$ cat src/rtl/qenc_pkg.sv
`timescale 1ns/1ps
package qenc_pkg;

    typedef enum logic [1:0] {
        QM_HOLD    = 2'd0,
        QM_EDGE_B  = 2'd1,
        QM_EDGE_A  = 2'd2,
        QM_EDGE_AB = 2'd3
    } qmode_e;

    typedef struct packed {
        logic a;
        logic b;
    } qpair_t;

    typedef struct packed {
        logic valid;
        logic down;
    } qstep_t;

    // Direction after an A transition: down when levels agree.
    function automatic logic a_edge_down(qpair_t now);
        return (now.a == now.b);
    endfunction

    // Direction after a B transition: mirrored rule.
    function automatic logic b_edge_down(qpair_t now);
        return (now.a != now.b);
    endfunction

endpackage

$ cat src/rtl/qenc_sync.sv
`timescale 1ns/1ps
module qenc_sync
    import qenc_pkg::*;
#(
    parameter int STAGES = 2
) (
    input  logic   clk,
    input  logic   rst,
    input  qpair_t raw_i,
    output qpair_t sync_o
);

    qpair_t stg_q [STAGES];

    for (genvar g = 0; g < STAGES; g++) begin : g_stage
        if (g == 0) begin : g_first
            always_ff @(posedge clk) begin
                if (rst) stg_q[g] <= '0;
                else     stg_q[g] <= raw_i;
            end
        end else begin : g_next
            always_ff @(posedge clk) begin
                if (rst) stg_q[g] <= '0;
                else     stg_q[g] <= stg_q[g-1];
            end
        end
    end

    assign sync_o = stg_q[STAGES-1];

endmodule

$ cat src/rtl/qenc_decode.sv
`timescale 1ns/1ps
module qenc_decode
    import qenc_pkg::*;
(
    input  logic   clk,
    input  logic   rst,
    input  qpair_t cur_i,
    input  qmode_e mode_i,
    output qstep_t step_o
);

    qpair_t prev_q;
    logic   a_edge;
    logic   b_edge;
    logic   use_a;
    logic   use_b;

    always_ff @(posedge clk) begin
        if (rst) prev_q <= '0;
        else     prev_q <= cur_i;
    end

    assign a_edge = cur_i.a ^ prev_q.a;
    assign b_edge = cur_i.b ^ prev_q.b;
    assign use_a  = (mode_i == QM_EDGE_A) || (mode_i == QM_EDGE_AB);
    assign use_b  = (mode_i == QM_EDGE_B) || (mode_i == QM_EDGE_AB);

    always_comb begin
        step_o = '0;
        if (a_edge && b_edge) begin
            step_o = '0;
        end else if (a_edge && use_a) begin
            step_o.valid = 1'b1;
            step_o.down  = a_edge_down(cur_i);
        end else if (b_edge && use_b) begin
            step_o.valid = 1'b1;
            step_o.down  = b_edge_down(cur_i);
        end
    end


    illegal_edge_chk: assert property (@(posedge clk) disable iff (rst)
        (a_edge && b_edge) |-> !step_o.valid);


    hold_mode_chk: assert property (@(posedge clk) disable iff (rst)
        (mode_i == QM_HOLD) |-> !step_o.valid);

endmodule

$ cat src/rtl/qenc_count.sv
`timescale 1ns/1ps
module qenc_count
    import qenc_pkg::*;
#(
    parameter int CNT_W = 16
) (
    input  logic             clk,
    input  logic             rst,
    input  qstep_t           step_i,
    input  logic [CNT_W-1:0] reload_i,
    output logic [CNT_W-1:0] cnt_o,
    output logic             down_o,
    output logic             wrap_o
);

    localparam logic [CNT_W-1:0] ZERO = '0;
    localparam logic [CNT_W-1:0] ONE  = CNT_W'(1);

    logic [CNT_W-1:0] cnt_q, cnt_n;
    logic             dir_q, dir_n;
    logic             wrap_q, wrap_n;

    always_comb begin
        cnt_n  = cnt_q;
        dir_n  = dir_q;
        wrap_n = 1'b0;
        if (step_i.valid) begin
            dir_n = step_i.down;
            if (step_i.down) begin
                if (cnt_q == ZERO) begin
                    cnt_n  = reload_i;
                    wrap_n = 1'b1;
                end else begin
                    cnt_n = cnt_q - ONE;
                end
            end else begin
                if (cnt_q >= reload_i) begin
                    cnt_n  = ZERO;
                    wrap_n = 1'b1;
                end else begin
                    cnt_n = cnt_q + ONE;
                end
            end
        end
    end

    always_ff @(posedge clk) begin
        if (rst) begin
            cnt_q  <= ZERO;
            dir_q  <= 1'b0;
            wrap_q <= 1'b0;
        end else begin
            cnt_q  <= cnt_n;
            dir_q  <= dir_n;
            wrap_q <= wrap_n;
        end
    end

    assign cnt_o  = cnt_q;
    assign down_o = dir_q;
    assign wrap_o = wrap_q;

    // a plain up step adds one
    up_step_chk: assert property (@(posedge clk) disable iff (rst)
        (step_i.valid && !step_i.down && cnt_q < reload_i)
            |=> cnt_q == $past(cnt_q) + ONE);

    // a plain down step subtracts one
    down_step_chk: assert property (@(posedge clk) disable iff (rst)
        (step_i.valid && step_i.down && cnt_q != ZERO)
            |=> cnt_q == $past(cnt_q) - ONE);


    dir_hold_chk: assert property (@(posedge clk) disable iff (rst)
        !step_i.valid |=> $stable(dir_q) && !wrap_q);


    up_wrap_chk: assert property (@(posedge clk) disable iff (rst)
        (wrap_q && !dir_q) |-> cnt_q == ZERO);

endmodule

$ cat src/rtl/qenc_counter.sv
`timescale 1ns/1ps
module qenc_counter
    import qenc_pkg::*;
#(
    parameter int CNT_W       = 16,
    parameter int SYNC_STAGES = 2
) (
    input  logic             clk,
    input  logic             rst,
    input  logic [1:0]       mode_i,
    input  logic             ch_a_i,
    input  logic             ch_b_i,
    input  logic [CNT_W-1:0] reload_i,
    output logic [CNT_W-1:0] count_o,
    output logic             dir_down_o,
    output logic             wrap_o
);

    qpair_t raw;
    qpair_t synced;
    qstep_t step;
    qmode_e mode;

    assign raw.a = ch_a_i;
    assign raw.b = ch_b_i;
    assign mode  = qmode_e'(mode_i);

    qenc_sync #(.STAGES(SYNC_STAGES)) u_sync (
        .clk    (clk),
        .rst    (rst),
        .raw_i  (raw),
        .sync_o (synced)
    );

    qenc_decode u_decode (
        .clk    (clk),
        .rst    (rst),
        .cur_i  (synced),
        .mode_i (mode),
        .step_o (step)
    );

    qenc_count #(.CNT_W(CNT_W)) u_count (
        .clk      (clk),
        .rst      (rst),
        .step_i   (step),
        .reload_i (reload_i),
        .cnt_o    (count_o),
        .down_o   (dir_down_o),
        .wrap_o   (wrap_o)
    );


    hold_count_chk: assert property (@(posedge clk) disable iff (rst)
        (mode_i == 2'd0) |=> $stable(count_o));


    wrap_after_step_chk: assert property (@(posedge clk) disable iff (rst)
        wrap_o |-> $past(step.valid));

endmodule

$ cat config.mk
export PLATFORM = sky130hd
export DESIGN_NAME = qenc_counter
export DESIGN_NICKNAME = d
export VERILOG_FILES = /design/src/rtl/qenc_pkg.sv /design/src/rtl/qenc_sync.sv /design/src/rtl/qenc_decode.sv /design/src/rtl/qenc_count.sv /design/src/rtl/qenc_counter.sv
export SDC_FILE = /design/constraint.sdc
export NUM_CORES = 1
export LEC_CHECK = 0
export ABC_AREA = 0
export ABC_CLOCK_PERIOD_IN_PS = 2300
export BUFFER_PORTS_ARGS = -buffer_cell sky130_fd_sc_hd__buf_2
export CORE_ASPECT_RATIO = 0.6
export CORE_MARGIN = 10
export CORE_UTILIZATION = 50
export DETAILED_ROUTE_END_ITERATION = 8
export PLACE_DENSITY = 0.75
export SETUP_SLACK_MARGIN = 0.15
export SLEW_MARGIN = 20
export SYNTH_ARGS = -nofsm -noshare
export SYNTH_HDL_FRONTEND = slang
export SYNTH_SLANG_ARGS = --single-unit
$ cat constraint.sdc
create_clock -name clk -period 2.3 [get_ports clk]
set_input_delay 0.23 -clock clk [delete_from_list [all_inputs] [get_ports clk]]
set_output_delay 0.23 -clock clk [all_outputs]
set_load 0.01 [all_outputs]
==> Word level (Yosys, flattened, before mapping) <==
Memories as Yosys holds them, arrays and structs flattened.
Index checks and enable logic that the tools add are counted.
{ "classes": {"addsub": 2, "n_lt_le_gt_ge": 1, "eq_ne": 5, "n_mux": 14, "bitwise_logic": 5, "reduce_logical": 7} }
{ "ops": {"columns": ["op", "count"], "rows": [
  ["$mux W16", 3],
  ["$add A16 B1 Y16 const B", 1],
  ["$ge A16 B16 Y1", 1],
  ["$logic_not A16 Y1", 1],
  ["$sub A16 B1 Y16 const B", 1],
  ["$mux W2", 5],
  ["$mux W1", 6],
  ["$eq A2 B2 Y1 const B", 2],
  ["$logic_and A1 B1 Y1", 3],
  ["$eq A2 B1 Y1 const B", 1],
  ["$logic_or A1 B1 Y1", 2],
  ["$or A1 B1 Y1", 2],
  ["$reduce_or A2 Y1", 1],
  ["$xor A1 B1 Y1", 2],
  ["$eq A1 B1 Y1", 1],
  ["$ne A1 B1 Y1", 1],
  ["$not A1 Y1", 1]
]} }
{ "totals": {"ff_bits": 20, "ramBits": 4, "inputBits": 22, "wordCells": 40, "mem_count": 1} }
{ "mem_list": {"columns": ["name", "words", "width", "rd", "rd_ports_with_merged_regs", "write_ports", "line", "text"], "rows": [
  ["u_sync.stg_q", 2, 2, 2, 0, 2, "qenc_sync.sv:13", "qpair_t stg_q [STAGES];"]
]} }

==> Longest topological paths before layout <==
{ "logic_depth": {"word_depth": 8, "depth_mapped": 10, "depth_no_buf": 8} }

==> Cells and area by module <==
A second synthesis with hierarchy kept.
{ "unflattened": {"cells_unflattened": 308, "area_unflattened_um2": 2259.7} }
{ "modules_own_cells": {"columns": ["mod", "instances", "cells_each", "area_per_inst_um2", "seq_area_each_um2"], "rows": [
  ["qenc_count", 1, 284, 2023.2, 360.3],
  ["qenc_decode", 1, 16, 131.4, 40.0],
  ["qenc_sync", 1, 8, 105.1, 80.1]
]} }

==> Least setup slack after synthesis <==
OpenSTA, ideal clock, no wires.
{ "synth_timing": {"path_kind": "register to register", "startpoint": "register u_count.cnt_q[0], in the netlist u_count.cnt_o[0]", "endpoint": "register u_count.cnt_q[1], in the netlist u_count.cnt_o[1]", "setup_ns": 0.086, "arrival_time_ns": 2.339, "required_time_ns": 2.214, "slack_ns": -0.125, "stages_incl_launch_ff": 10, "period_less_slack_ns": 2.425, "cell_sequence": "dfxtp_1 -> inv_1 -> ha_1 -> nand2b_4 -> a2111oi_4 -> o221ai_2 -> a2111oi_2 -> buf_4 -> nand2_1 -> a221oi_2"} }
{ "synth_between": {"elab_chain_len": 3} }
{ "synth_lines": {"columns": ["element", "line", "text"], "rows": [
  ["from (decl)", "qenc_count.sv:19", "logic [CNT_W-1:0] cnt_q, cnt_n;"],
  ["from (signal assigned)", "qenc_count.sv:53", "cnt_q <= cnt_n;"],
  ["$add A16 B1 Y16 (tied with other cells)", "qenc_count.sv:41", "cnt_n = cnt_q + ONE;"],
  ["$mux W16 (on tied branches)", "qenc_count.sv:37, qenc_count.sv:30", null],
  ["$mux W16 (*)", "qenc_count.sv:29", "if (step_i.down) begin"]
]} }
Mark *: on every way between the ends. The rest lies on a longest branch, timed or not.
A chain may end at the register's enable or synchronous reset.

==> Worst setup path in the final report <==
Same ends and word-level chain as after synthesis.

==> run summary <==
The measured slew at the worst slew-check pin works out to 0.497 ns. Once detailed placement completed, the half-perimeter wirelength came to 6.37 mm. In this run the worst path has a maximum fanout of 5.

The worst setup path is launched from a flop. After layout, the worst path uses 96.6% of the clock period. The tools report the number of inserted filler cells in the final layout as 429. The highest attainable clock frequency is 450 MHz.

Clock skew on the completed layout was measured at 0.00306 ns. The total of max-cap violations came out at 0. At the end of routability-driven placement, the weighted congestion stood at 0.957.

The run gives 436 as the final cell count without fillers. The most numerous cell type found on the critical path is sky130_fd_sc_hd__a2111oi_4. After synthesis the netlist holds a flip-flop and latch count of 24. The logs give 0.08 ns for the minimum setup slack among reg-to-reg paths and 353 for the synthesized net count. The tools report the count of inserted antenna diode cells as 0. The floorplan step set the die height to 73.2 um.

Setup repair after global routing could not meet its margin everywhere. The area growth from synthesis to layout works out to 23.3%. The part of the Yosys area used for sequential elements was 20.3%.

The slowest stage of the critical path is the sky130_fd_sc_hd__dfxtp_4 cell. For this block, the routed nets add up to 8.32 mm of wire. The floorplan step set the die width to 109 um. Registers take 488 um2. STA classifies the critical path endpoint as a flop. Primary flip-flop cell chosen by synthesis mapping: sky130_fd_sc_hd__dfxtp_1. The net count of the finished layout is 415. For this configuration, the core starts out at a cell density of 51.8%. Dividing the detail-routed wire length by the instance count gives 19.1 um. The first routing iteration left 445 violations. The tools report the total iterations of the first detailed-routing run as 5. The die covers 0.00796 mm2.

The root buffer cell is sky130_fd_sc_hd__clkbuf_8. The count of final max-slew check failures is 0. The tools report the number of ports placed on the die boundary as 40. The final setup TNS was 0 ns. The initial antenna violation count was 0. TritonCTS built the clock tree. The flow ran to the end, and the final reports show no timing, DRC or antenna violations. For this run, design rule violations remaining after detail routing come to 0. In the routed layout, each cell is associated on average with a via count of 6.19. The remaining antenna violation count after routing was 0; the number of distinct library cell variants in the gate-level netlist after synthesis was 60. The tools report the wire length of the first global-routing pass as 13.5 mm. The total number of H-tree levels is 1, and the total number of yosys warnings is 0. The worst-case IR drop observed on VDD is 0.00125 V. The clock insertion delay at the later pin of the skew report was 0.28 ns; the data arrival time of the worst path was 2.42 ns. For this design, the sink count on the clock tree is 24. The worst pin sits at a relative slew slack of 66.8%.

The tools report the number of CTS-inserted buffers as 3. After synthesis, the share of flip-flops with an asynchronous set or reset is 0%. In the global route stage, overall resource usage came out at 21.0%. Counting flops with a built-in enable in the synthesized netlist gives 0. For the data required time at the worst endpoint, the log shows 2.50 ns.

The mean instance size in the synthesized netlist is 7.57 um2. Summing all multi-input logic gate instances after layout gives 0.00173 mm2. For the final cell utilization of the core, the log shows 63.8%. The via count of the first global-routing pass is 2652.

Class of the worst hold path: in -> reg. The total overflow left after global routing is 0. The cell family with the largest share of critical-path delay is compound AO/OA/AOI/OAI gates.

The post-synthesis instance area was 0.00236 mm2; the hold violation count in the final report was 0. The signal on the critical path passes through inv_4 -> ha_4 -> nand2b_4 -> a2111oi_4 -> o221ai_2 -> a2111oi_4 -> buf_4 -> nand2_1 -> a221oi_2. Summed over all cells, the static leakage comes to 1.32 nW.

For the number of hold buffers added after cts, the log shows 0. On the worst path, the slowest cell contributes a delay of 0.37 ns. During placement, the flow inserted port buffers numbering 39. The floorplan has 19 rows. Together, buffers and inverters on the worst path number 2. For the final setup violation count, the log shows 0.

Dividing total power by cell area gives a power density of 1450 mW/mm2. Clock slew at the register clock pins of the worst setup and hold paths: 0.10 ns. The critical path in this run is classified as reg -> reg. The layout cell share with drive strength beyond 1 was 27.3%; the largest net degree at the start of global routing was 26. Synthesis produced 312 cells.

The post-layout minimum cycle time was 2.22 ns; the vias after detailed routing was 2697. The number of buffers between clock root and the deepest sink was 2; the total core area was 0.00456 mm2. For the instance count after placement with tap cells included, the log shows 426.
## worst paths after layout
path                 startpoint                 end  cells after the start
max            u_count.cnt_o[0]    u_count.cnt_o[1]                      9
min                      ch_b_i  u_sync.stg_q[0][0]                      2
max reg2reg    u_count.cnt_o[0]    u_count.cnt_o[1]                      9
min reg2reg  u_sync.stg_q[0][0]  u_sync.stg_q[1][0]                      1
## synthesized netlist by cell type, drive strengths merged (3+ instances only)
master	count	share of area, %
xor2	4	1.5
or3	4	1.1
nand2	34	5.5
o211ai	9	2.9
ha	19	10
and2	5	1.3
nor3	13	3.0
nor4	7	3.0
nand4b	3	1.1
a32oi	3	1.1
dfxtp	24	20
a21oi	16	3.4
nand3b	5	1.6
nor2b	11	2.9
o21ai	13	2.8
buf	11	3.8
a2111oi	3	2.2
a22oi	4	1.3
inv	23	3.7
mux2i	3	1.3
nor2	22	3.5
nand4	5	1.3
xnor2	4	1.5
a31oi	7	1.9
nand3	12	2.5
clkbuf	9	1.4
a21o	4	1.3
nand2b	6	1.9
## logic make-up after synthesis
logic type	after synthesis	synth area share (%)
AOI/OAI and AO/OA	78	24.3
muxes	4	1.75
adders and majority gates	19	10.1
buffers and inverters	43	8.84
xor gates and xnor gates	8	2.97
and+or+nand+nor	136	31.7
DFF	24	20.3
## per-stage QoR
step                      hold slack, ns  area, um2  setup slack (ns)  total power [mW]
after CTS                          0.173       2860             0.129              3.98
after floorplan                    0.358       2370             0.180              2.63
after global placement             0.416       2760             0.118              3.55
after detailed placement           0.436       2760            0.0414              3.62
final                              0.171       2910            0.0771              4.23
after global routing               0.203       2910            0.0280              4.52
## area by class of cell
| class | count | area share [%] |
|---|---|---|
| multi-input combinational | 245 | 59.5 |
| sequential | 24 | 16.8 |
| timing repair buffer | 77 | 16.4 |
| inverter | 23 | 3.05 |
| tap | 63 | 2.71 |
| clock buffer | 4 | 1.55 |
## routing by layer
| metal | track usage [%] | wire (um) | vias up |
|---|---|---|---|
| li1 | - | - | 1260 |
| met1 | 28.3 | 3700 | 1236 |
| met2 | 30.8 | 3410 | 182 |
| met3 | 8.20 | 1110 | 19 |
| met4 | 4.66 | 93 | 0 |
| met5 | 0 | 0 | - |
## flip-flops by register name, indices dropped and copies added (netlist names)
| signal | flops |
|---|---|
| u_count.wrap_o | 1 |
| u_count.down_o | 1 |
| u_sync.stg_q | 4 |
| u_decode.prev_q | 2 |
| u_count.cnt_o | 16 |
## timing repair
item,4_1_cts,5_1_grt
setup buffers,2,3
endpoints found under the hold margin,0,0
endpoints found under the setup margin,10,17
pin swaps,2,4
gates cloned,1,0
gates resized for setup,6,7
## power by group
part / internal [mW] / leakage (nW) / switching (mW) / total, mW
clock network: 0.125 / 0.0228 / 0.164 / 0.288
logic: 1.42 / 1.10 / 1.84 / 3.25
registers: 0.536 / 0.198 / 0.157 / 0.693
## layout by cell type, fill, tap and decap left out, types with 7 or more instances in the layout
cell	synthesis	final
sky130_fd_sc_hd__o21ai_0	8	8
sky130_fd_sc_hd__a31oi_1	7	7
sky130_fd_sc_hd__a21oi_1	16	15
sky130_fd_sc_hd__nand2_1	33	33
sky130_fd_sc_hd__inv_1	23	22
sky130_fd_sc_hd__buf_4	1	37
sky130_fd_sc_hd__nor2b_1	11	11
sky130_fd_sc_hd__dfxtp_1	24	20
sky130_fd_sc_hd__ha_1	19	17
sky130_fd_sc_hd__buf_2	5	40
sky130_fd_sc_hd__o211ai_1	9	9
sky130_fd_sc_hd__nor3_1	12	10
sky130_fd_sc_hd__nor2_1	22	22
sky130_fd_sc_hd__nand3_1	12	12
Note: power is estimated with default switching activity, not from simulation.
